$ cat config.mk
export PLATFORM = sky130hd
export DESIGN_NAME = exc_entry_seq
export DESIGN_NICKNAME = d
export VERILOG_FILES = /design/src/rtl/tse_pkg.sv /design/src/rtl/tse_vector.sv /design/src/rtl/tse_stack_addr.sv /design/src/rtl/tse_ctrl.sv /design/src/rtl/exc_entry_seq.sv
export SDC_FILE = /design/constraint.sdc
export NUM_CORES = 1
export LEC_CHECK = 0
export BUFFER_PORTS_ARGS = -buffer_cell sky130_fd_sc_hd__buf_2
export CORE_MARGIN = 4
export CORE_UTILIZATION = 55
export CTS_CLUSTER_SIZE = 30
export DETAILED_ROUTE_END_ITERATION = 16
export PLACE_DENSITY = 0.8
export SYNTH_ARGS = -nofsm -noshare
export SYNTH_HDL_FRONTEND = slang
export SYNTH_SLANG_ARGS = --single-unit
$ cat constraint.sdc
create_clock -name clk -period 6.15 [get_ports clk]
set_input_delay 1.23 -clock clk [delete_from_list [all_inputs] [get_ports clk]]
set_output_delay 1.23 -clock clk [all_outputs]
set_load 0.1 [all_outputs]
$ cat src/rtl/tse_pkg.sv
package tse_pkg;

    localparam int AW         = 32;
    localparam int DW         = 16;
    localparam int PCW        = 2 * DW;
    localparam int NUM_W      = 4;
    localparam int S_BIT      = 13;
    localparam int V_BIT      = 1;
    localparam int WORD_BYTES = DW / 8;
    localparam int FRAME_WORDS = 3;

    localparam logic [AW-1:0] SOFT_BASE  = AW'(32'h80);
    localparam logic [AW-1:0] VEC_DIVZ   = AW'(32'h14);
    localparam logic [AW-1:0] VEC_BOUNDS = AW'(32'h18);
    localparam logic [AW-1:0] VEC_OVF    = AW'(32'h1C);

    typedef enum logic [1:0] {
        K_SOFT   = 2'd0,
        K_DIVZ   = 2'd1,
        K_BOUNDS = 2'd2,
        K_OVF    = 2'd3
    } trap_kind_t;

    typedef enum logic [3:0] {
        ST_IDLE,
        ST_PUSH_PC_LO,
        ST_PUSH_PC_HI,
        ST_PUSH_SR,
        ST_LOAD_VEC,
        ST_POP_SR,
        ST_POP_PC_HI,
        ST_POP_PC_LO,
        ST_RET_LOAD
    } seq_state_t;

    typedef struct packed {
        logic [PCW-1:0] pc;
        logic [DW-1:0]  sr;
        logic [AW-1:0]  base;
    } frame_t;

    typedef struct packed {
        logic [DW-1:0] sr;
        logic [DW-1:0] pc_hi;
        logic [DW-1:0] pc_lo;
    } popped_t;

    function automatic logic trap_taken(trap_kind_t k, logic [DW-1:0] sr);
        return (k != K_OVF) || sr[V_BIT];
    endfunction

    function automatic logic is_push(seq_state_t s);
        return (s == ST_PUSH_PC_LO) || (s == ST_PUSH_PC_HI) || (s == ST_PUSH_SR);
    endfunction

    function automatic logic is_pop(seq_state_t s);
        return (s == ST_POP_SR) || (s == ST_POP_PC_HI) || (s == ST_POP_PC_LO);
    endfunction

endpackage

$ cat src/rtl/tse_vector.sv
module tse_vector
    import tse_pkg::*;
(
    input  logic [1:0]       kind,
    input  logic [NUM_W-1:0] num,
    output logic [AW-1:0]    vec
);
    localparam int SCALE_SH = 2;

    always_comb begin
        unique case (trap_kind_t'(kind))
            K_SOFT:   vec = SOFT_BASE + (AW'(num) << SCALE_SH);
            K_DIVZ:   vec = VEC_DIVZ;
            K_BOUNDS: vec = VEC_BOUNDS;
            default:  vec = VEC_OVF;
        endcase
    end
endmodule

$ cat src/rtl/tse_stack_addr.sv
module tse_stack_addr
    import tse_pkg::*;
(
    input  seq_state_t    state,
    input  logic [AW-1:0] base,
    output logic [AW-1:0] addr,
    output logic [AW-1:0] sp_final
);
    localparam logic [AW-1:0] STEP  = AW'(WORD_BYTES);
    localparam logic [AW-1:0] FRAME = AW'(WORD_BYTES * FRAME_WORDS);

    always_comb begin
        unique case (state)
            ST_PUSH_PC_LO: addr = base - STEP;
            ST_PUSH_PC_HI: addr = base - (STEP << 1);
            ST_PUSH_SR:    addr = base - FRAME;
            ST_POP_SR:     addr = base;
            ST_POP_PC_HI:  addr = base + STEP;
            ST_POP_PC_LO:  addr = base + (STEP << 1);
            default:       addr = base;
        endcase
    end

    always_comb begin
        if (state == ST_RET_LOAD) sp_final = base + FRAME;
        else                      sp_final = base - FRAME;
    end
endmodule

$ cat src/rtl/tse_ctrl.sv
module tse_ctrl
    import tse_pkg::*;
(
    input  logic             clk,
    input  logic             rst,
    input  logic             trap_req,
    input  logic [1:0]       trap_kind,
    input  logic             rte_req,
    input  logic [PCW-1:0]   pc_in,
    input  logic [DW-1:0]    sr_in,
    input  logic [AW-1:0]    usp_in,
    input  logic [AW-1:0]    ssp_in,
    input  logic [AW-1:0]    vec_in,
    input  logic             mem_ack,
    input  logic [DW-1:0]    mem_rdata,
    output seq_state_t       state,
    output logic [AW-1:0]    base,
    output logic             mem_req,
    output logic             mem_we,
    output logic [DW-1:0]    mem_wdata,
    output logic             pc_load,
    output logic             sr_load,
    output logic             ssp_load,
    output logic             usp_load,
    output logic [PCW-1:0]   pc_out,
    output logic [DW-1:0]    sr_out
);
    localparam logic [DW-1:0] S_MASK = DW'(1) << S_BIT;

    frame_t          frm;
    popped_t         pop;
    logic [AW-1:0]   vec_q;
    logic            ret_sup;
    logic            step_ok;

    assign step_ok = mem_req && mem_ack;

    always_ff @(posedge clk) begin
        if (rst) begin
            state   <= ST_IDLE;
            frm     <= '0;
            pop     <= '0;
            vec_q   <= '0;
            ret_sup <= 1'b0;
        end else begin
            unique case (state)
                ST_IDLE: begin
                    if (trap_req) begin
                        if (trap_taken(trap_kind_t'(trap_kind), sr_in)) begin
                            frm.pc   <= pc_in;
                            frm.sr   <= sr_in;
                            frm.base <= ssp_in;
                            vec_q    <= vec_in;
                            state    <= ST_PUSH_PC_LO;
                        end
                    end else if (rte_req) begin
                        ret_sup  <= sr_in[S_BIT];
                        frm.base <= sr_in[S_BIT] ? ssp_in : usp_in;
                        state    <= ST_POP_SR;
                    end
                end
                ST_PUSH_PC_LO: if (step_ok) state <= ST_PUSH_PC_HI;
                ST_PUSH_PC_HI: if (step_ok) state <= ST_PUSH_SR;
                ST_PUSH_SR:    if (step_ok) state <= ST_LOAD_VEC;
                ST_LOAD_VEC:   state <= ST_IDLE;
                ST_POP_SR: if (step_ok) begin
                    pop.sr <= mem_rdata;
                    state  <= ST_POP_PC_HI;
                end
                ST_POP_PC_HI: if (step_ok) begin
                    pop.pc_hi <= mem_rdata;
                    state     <= ST_POP_PC_LO;
                end
                ST_POP_PC_LO: if (step_ok) begin
                    pop.pc_lo <= mem_rdata;
                    state     <= ST_RET_LOAD;
                end
                ST_RET_LOAD:   state <= ST_IDLE;
                default:       state <= ST_IDLE;
            endcase
        end
    end

    assign base = frm.base;

    always_comb begin
        mem_req = is_push(state) || is_pop(state);
        mem_we  = is_push(state);
        unique case (state)
            ST_PUSH_PC_LO: mem_wdata = frm.pc[DW-1:0];
            ST_PUSH_PC_HI: mem_wdata = frm.pc[PCW-1:DW];
            ST_PUSH_SR:    mem_wdata = frm.sr;
            default:       mem_wdata = '0;
        endcase
    end

    always_comb begin
        pc_load  = 1'b0;
        sr_load  = 1'b0;
        ssp_load = 1'b0;
        usp_load = 1'b0;
        pc_out   = '0;
        sr_out   = '0;
        if (state == ST_LOAD_VEC) begin
            pc_load  = 1'b1;
            sr_load  = 1'b1;
            ssp_load = 1'b1;
            pc_out   = PCW'(vec_q);
            sr_out   = frm.sr | S_MASK;
        end else if (state == ST_RET_LOAD) begin
            pc_load  = 1'b1;
            sr_load  = 1'b1;
            ssp_load = ret_sup;
            usp_load = !ret_sup;
            pc_out   = {pop.pc_hi, pop.pc_lo};
            sr_out   = pop.sr;
        end
    end

    // a stalled access keeps the sequencer where it is
    p_stall_holds_state_r9: assert property (@(posedge clk) disable iff (rst)
        (mem_req && !mem_ack) |=> $stable(state));

    // a request raised mid-sequence never restarts it
    p_busy_ignores_req_r10: assert property (@(posedge clk) disable iff (rst)
        (is_push(state) && rte_req) |=> !is_pop(state));
endmodule

$ cat src/rtl/exc_entry_seq.sv
module exc_entry_seq
    import tse_pkg::*;
(
    input  logic             clk,
    input  logic             rst,
    input  logic             trap_req,
    input  logic [1:0]       trap_kind,
    input  logic [NUM_W-1:0] trap_num,
    input  logic             rte_req,
    input  logic [PCW-1:0]   pc_in,
    input  logic [DW-1:0]    sr_in,
    input  logic [AW-1:0]    usp_in,
    input  logic [AW-1:0]    ssp_in,
    output logic             mem_req,
    output logic             mem_we,
    output logic [AW-1:0]    mem_addr,
    output logic [DW-1:0]    mem_wdata,
    input  logic [DW-1:0]    mem_rdata,
    input  logic             mem_ack,
    output logic             pc_load,
    output logic [PCW-1:0]   pc_out,
    output logic             sr_load,
    output logic [DW-1:0]    sr_out,
    output logic             ssp_load,
    output logic             usp_load,
    output logic [AW-1:0]    sp_out,
    output logic             busy
);
    seq_state_t    state;
    logic [AW-1:0] base;
    logic [AW-1:0] vec;

    tse_vector u_vec (
        .kind (trap_kind),
        .num  (trap_num),
        .vec  (vec)
    );

    tse_ctrl u_ctrl (
        .clk       (clk),
        .rst       (rst),
        .trap_req  (trap_req),
        .trap_kind (trap_kind),
        .rte_req   (rte_req),
        .pc_in     (pc_in),
        .sr_in     (sr_in),
        .usp_in    (usp_in),
        .ssp_in    (ssp_in),
        .vec_in    (vec),
        .mem_ack   (mem_ack),
        .mem_rdata (mem_rdata),
        .state     (state),
        .base      (base),
        .mem_req   (mem_req),
        .mem_we    (mem_we),
        .mem_wdata (mem_wdata),
        .pc_load   (pc_load),
        .sr_load   (sr_load),
        .ssp_load  (ssp_load),
        .usp_load  (usp_load),
        .pc_out    (pc_out),
        .sr_out    (sr_out)
    );

    tse_stack_addr u_addr (
        .state    (state),
        .base     (base),
        .addr     (mem_addr),
        .sp_final (sp_out)
    );

    assign busy = (state != ST_IDLE);

    // address, direction and data hold across a stall
    p_hold_access_r9: assert property (@(posedge clk) disable iff (rst)
        (mem_req && !mem_ack) |=> (mem_req && $stable(mem_addr)
                                   && $stable(mem_we) && $stable(mem_wdata)));

    // loads close a sequence together, with no access in flight
    p_loads_together_r11: assert property (@(posedge clk) disable iff (rst)
        pc_load |-> (sr_load && !mem_req && $onehot({ssp_load, usp_load})));

    // idle follows the load cycle
    p_idle_after_load_r11: assert property (@(posedge clk) disable iff (rst)
        pc_load |=> !busy);

    // no traffic while idle
    p_quiet_idle_r4: assert property (@(posedge clk) disable iff (rst)
        !busy |-> (!mem_req && !pc_load && !ssp_load && !usp_load));

    // an entry ends supervisor-side with a word-aligned low vector
    p_entry_vector_r6: assert property (@(posedge clk) disable iff (rst)
        (pc_load && $past(mem_we)) |-> (sr_out[S_BIT] && ssp_load
                                       && pc_out < PCW'(32'h100) && pc_out[1:0] == 2'b00));
endmodule

==> flow_metrics.tcl <==
set metrics [dict create \
    wirelength_um 39980 \
    cts.clk_slew.worst_paths_ps 60 \
    syn_area_sq_um 11150 \
    clock-root-buffer "clkbuf_16" \
    criticalPathCategory "register to output port" \
    grt_pass1_wl_um 62660 \
    rsz0062_at_grt "yes" \
    grt_usage_pct 34.54 \
    clock_latency_ps 420 \
    critPathArrivalTime_ps 4630 \
    post-route-cell-area_sq_um 13180 \
    tightest_slew_ps 1042 \
    grt_busiest_layer "met2" \
    fp-row-count 51 \
    skew_ps 11.04 \
    slowest_stage "dfxtp_1" \
    avgViaCountPerCell 6.123 \
    core_area_sq_um 19720 \
    dr.first_iter.drc_count 976 \
    grt_pass1_vias 11990 \
    cts_buffer_depth 2 \
    maxCapViolCount 0 \
    ios 274 \
    drc 0 \
    slew_viol_final 0 \
    period_needed_ps 5860 \
    layout-drive-gt1-share_pct 20.02 \
    ys_types 69 \
    areaGrowthSynthToFinish_pct 18.25 \
    gr-usage-met2_pct 57.46 \
    cp_cell_sequence "nor2_1, and3_1, inv_1, buf_4, ha_1, and3_1, nor2b_1, o2111a_1, nor3_1, a21oi_1, o41ai_1, o21ai_0, nand3_1, buf_2" \
    placed_area_sq_um 12540 \
    startpoint_type "register" \
    cp-startpoint "u_ctrl.state[3]$_SDFFE_PP0P_" \
    hold_buffers 0 \
    finalHoldViolCount 0 \
    timing.final.crit_share_pct 95.29 \
    synth-edff-count 0 \
    ys_async_sr_fraction_pct 0 \
    hold_path.class "register to register" \
    dr.pass1.iters 6 \
    synth_fp_nets 1779 \
    gr-total-overflow 0 \
    status "finished clean" \
    dp_hpwl_um 29840 \
    initial_core_util_pct 56.53 \
    place.gp.congestion 0.9351 \
    crit_fanout 26 \
    rrSetupSlack_ps 3410 \
    globalRouteMet3Util_pct 7.074 \
    grt_max_degree 74 \
    vias 12500 \
    max_freq_mhz 170.6 \
    finalSetupTns_ps 0 \
    r2r-start "u_ctrl.state[3]$_SDFFE_PP0P_" \
    reg2reg_depth 6 \
    max_stage_delay_ps 560 \
    rr_endpoint "u_ctrl.base[15]$_SDFFE_PP0P_" \
    endpoint "mem_addr[31]" \
    tritoncts "done" \
    synthFlopType "dfxtp_1" \
    die_h_um 150.4 \
    fin_nets 1970 \
    grtUsageMet1_pct 44.29 \
    port_buffers 273 \
    synth-seq-cells 138 \
    cp.required_ps 4920 \
    ys_seq_area_share_pct 24.78 \
    htree_levels 4 \
    detail_route.wl_per_cell_um 19.59 \
    critPathCaptureType "output port" \
    synthCells 1569 \
    dieArea_sq_um 22610 \
    cts.sinks 138 \
    min_from "u_ctrl.pop[15]$_SDFFE_PP0P_" \
    setup_viol 0 \
    synth.avg_cell_area_sq_um 7.104 \
    antenna_found_initial 4 \
    die_x_um 150.4 \
    yosys_warnings 0 \
    ant_nets 0 \
    cts_buffers 17 \
    max_slew_margin_pct 30.23 \
    path_common_cell "and3_1" \
]
-- sequential cells by signal, summed over array words and instances (netlist names) --
register,flops
u_ctrl.frm,48
u_ctrl.pop,48
u_ctrl.base,32
u_ctrl.vec_q,5
u_ctrl.state,4
u_ctrl.ret_sup,1
-- cell usage after synthesis (5+ instances only) --
master | instances | area, sq um
and2_1 | 38 | 237.7
buf_2 | 6 | 30.03
a22o_1 | 20 | 175.2
a32oi_1 | 7 | 61.31
inv_1 | 23 | 86.33
nand2_1 | 321 | 1205
a21o_1 | 39 | 292.8
mux2i_1 | 7 | 70.07
a22oi_1 | 25 | 187.7
a311oi_1 | 34 | 297.8
o211ai_1 | 12 | 90.09
nand4_1 | 11 | 68.82
a31oi_1 | 12 | 75.07
o31a_1 | 5 | 43.79
o21ai_0 | 93 | 465.5
nor2_1 | 107 | 401.6
xor2_1 | 34 | 297.8
dfxtp_1 | 138 | 2763
nand3_1 | 25 | 125.1
nor3_1 | 31 | 155.2
nor2b_1 | 9 | 56.30
nand2b_1 | 9 | 56.30
ha_1 | 69 | 863.3
o21a_1 | 6 | 45.04
or2_2 | 9 | 56.30
a211oi_1 | 16 | 120.1
a221oi_1 | 8 | 70.07
a222oi_1 | 7 | 70.07
o21bai_1 | 8 | 60.06
o221ai_1 | 10 | 87.58
xnor2_1 | 47 | 411.6
nor4_1 | 10 | 62.56
and3_1 | 20 | 125.1
a21oi_1 | 173 | 865.8
or3_1 | 6 | 37.54
clkbuf_1 | 105 | 394.1
-- worst min path at each step --
| stage | end | slack (ps) | cells after the start |
|---|---|---|---|
| after global routing | u_ctrl.frm[60]$_SDFFE_PP0P_ | 470 | 2 |
| after floorplan | u_ctrl.vec_q[5]$_SDFFE_PP0P_ | 430 | 2 |
| final | u_ctrl.pop[15]$_SDFFE_PP0P_ | 450 | 2 |
| after detailed placement | u_ctrl.pop[0]$_SDFFE_PP0P_ | 440 | 2 |
| after CTS | u_ctrl.pop[0]$_SDFFE_PP0P_ | 450 | 2 |
| after global placement | u_ctrl.pop[20]$_SDFFE_PP0P_ | 440 | 2 |
-- kinds of logic after synthesis --
kind of cell,synth area share (%)
compound gates,29.42
xor+xnor,6.364
fa+ha+maj,8.104
buf+inv,5.130
flops,24.78
mux,0.6286
simple gates,25.57
-- stage by stage --
| step | instances | setup WS, ps | utilization, % | hold WS, ps |
|---|---|---|---|---|
| finish | 2041 | 289.7 | 66.85 | 450.5 |
| detailed placement | 2006 | 661.5 | 63.58 | 444.4 |
| floorplan | 1569 | 17.16 | - | 431.6 |
| global placement | 2006 | 736.2 | 63.58 | 437.1 |
| global route | 2039 | -17.07 | 66.83 | 468.8 |
| CTS | 2038 | 175.7 | 66.70 | 453.0 |
-- placed cells by master (no fill, tap or decap), types with 6 or more instances in the layout --
cell and instances:
nand2_1 321, buf_2 269, a21oi_1 173, dfxtp_1 137, nor2_1 104, o21ai_0 88, ha_1 69, xnor2_1 47
a21o_1 39, and2_1 38, a311oi_1 34, xor2_1 34, nor3_1 30, nand3_1 25, a22oi_1 25, inv_1 23
and3_1 20, a22o_1 20, buf_4 20, clkbuf_16 17, a211oi_1 15, o211ai_1 12, a31oi_1 12, nand4_1 11
nor4_1 10, o221ai_1 10, nor2b_1 9, nand2b_1 9, or2_2 9, a221oi_1 8, o21bai_1 8, a222oi_1 7
a32oi_1 7, mux2i_1 7, o21a_1 6, or3_1 6
-- per-layer routing --
layer / vias up / part of all wire (%)
li1: 6015 / -
met4: 6 / 3.4
met3: 98 / 8.7
met5: - / 0.12
met2: 568 / 47
met1: 5810 / 40
-- critical path, delay by kind of cell (launching register included) --
kind                       cells  cell delay (ps)
AOI/OAI and AO/OA              4             1130
adders and majority gates      1              360
buffers and inverters          3             1110
DFF                            1              560
and+or+nand+nor                6             1070
-- area by class of cell --
type | count | area [sq um]
multi-input combinational | 1288 | 7855
fill | 1728 | 6536
sequential | 138 | 2764
timing repair buffer | 292 | 1523
clock buffer | 18 | 429.2
tap | 265 | 331.6
clock inverter | 14 | 185.2
inverter | 23 | 86.33
antenna | 3 | 7.507
-- repair_timing --
action                     4_1_cts  5_1_grt
gates resized for setup          0        8
buffers inserted                 0        0
hold endpoints to repair         0        0
setup endpoints to repair        0        4
Power is not shown: default switching activity piles up to over one toggle a cycle in this logic, so the estimate is an artifact.
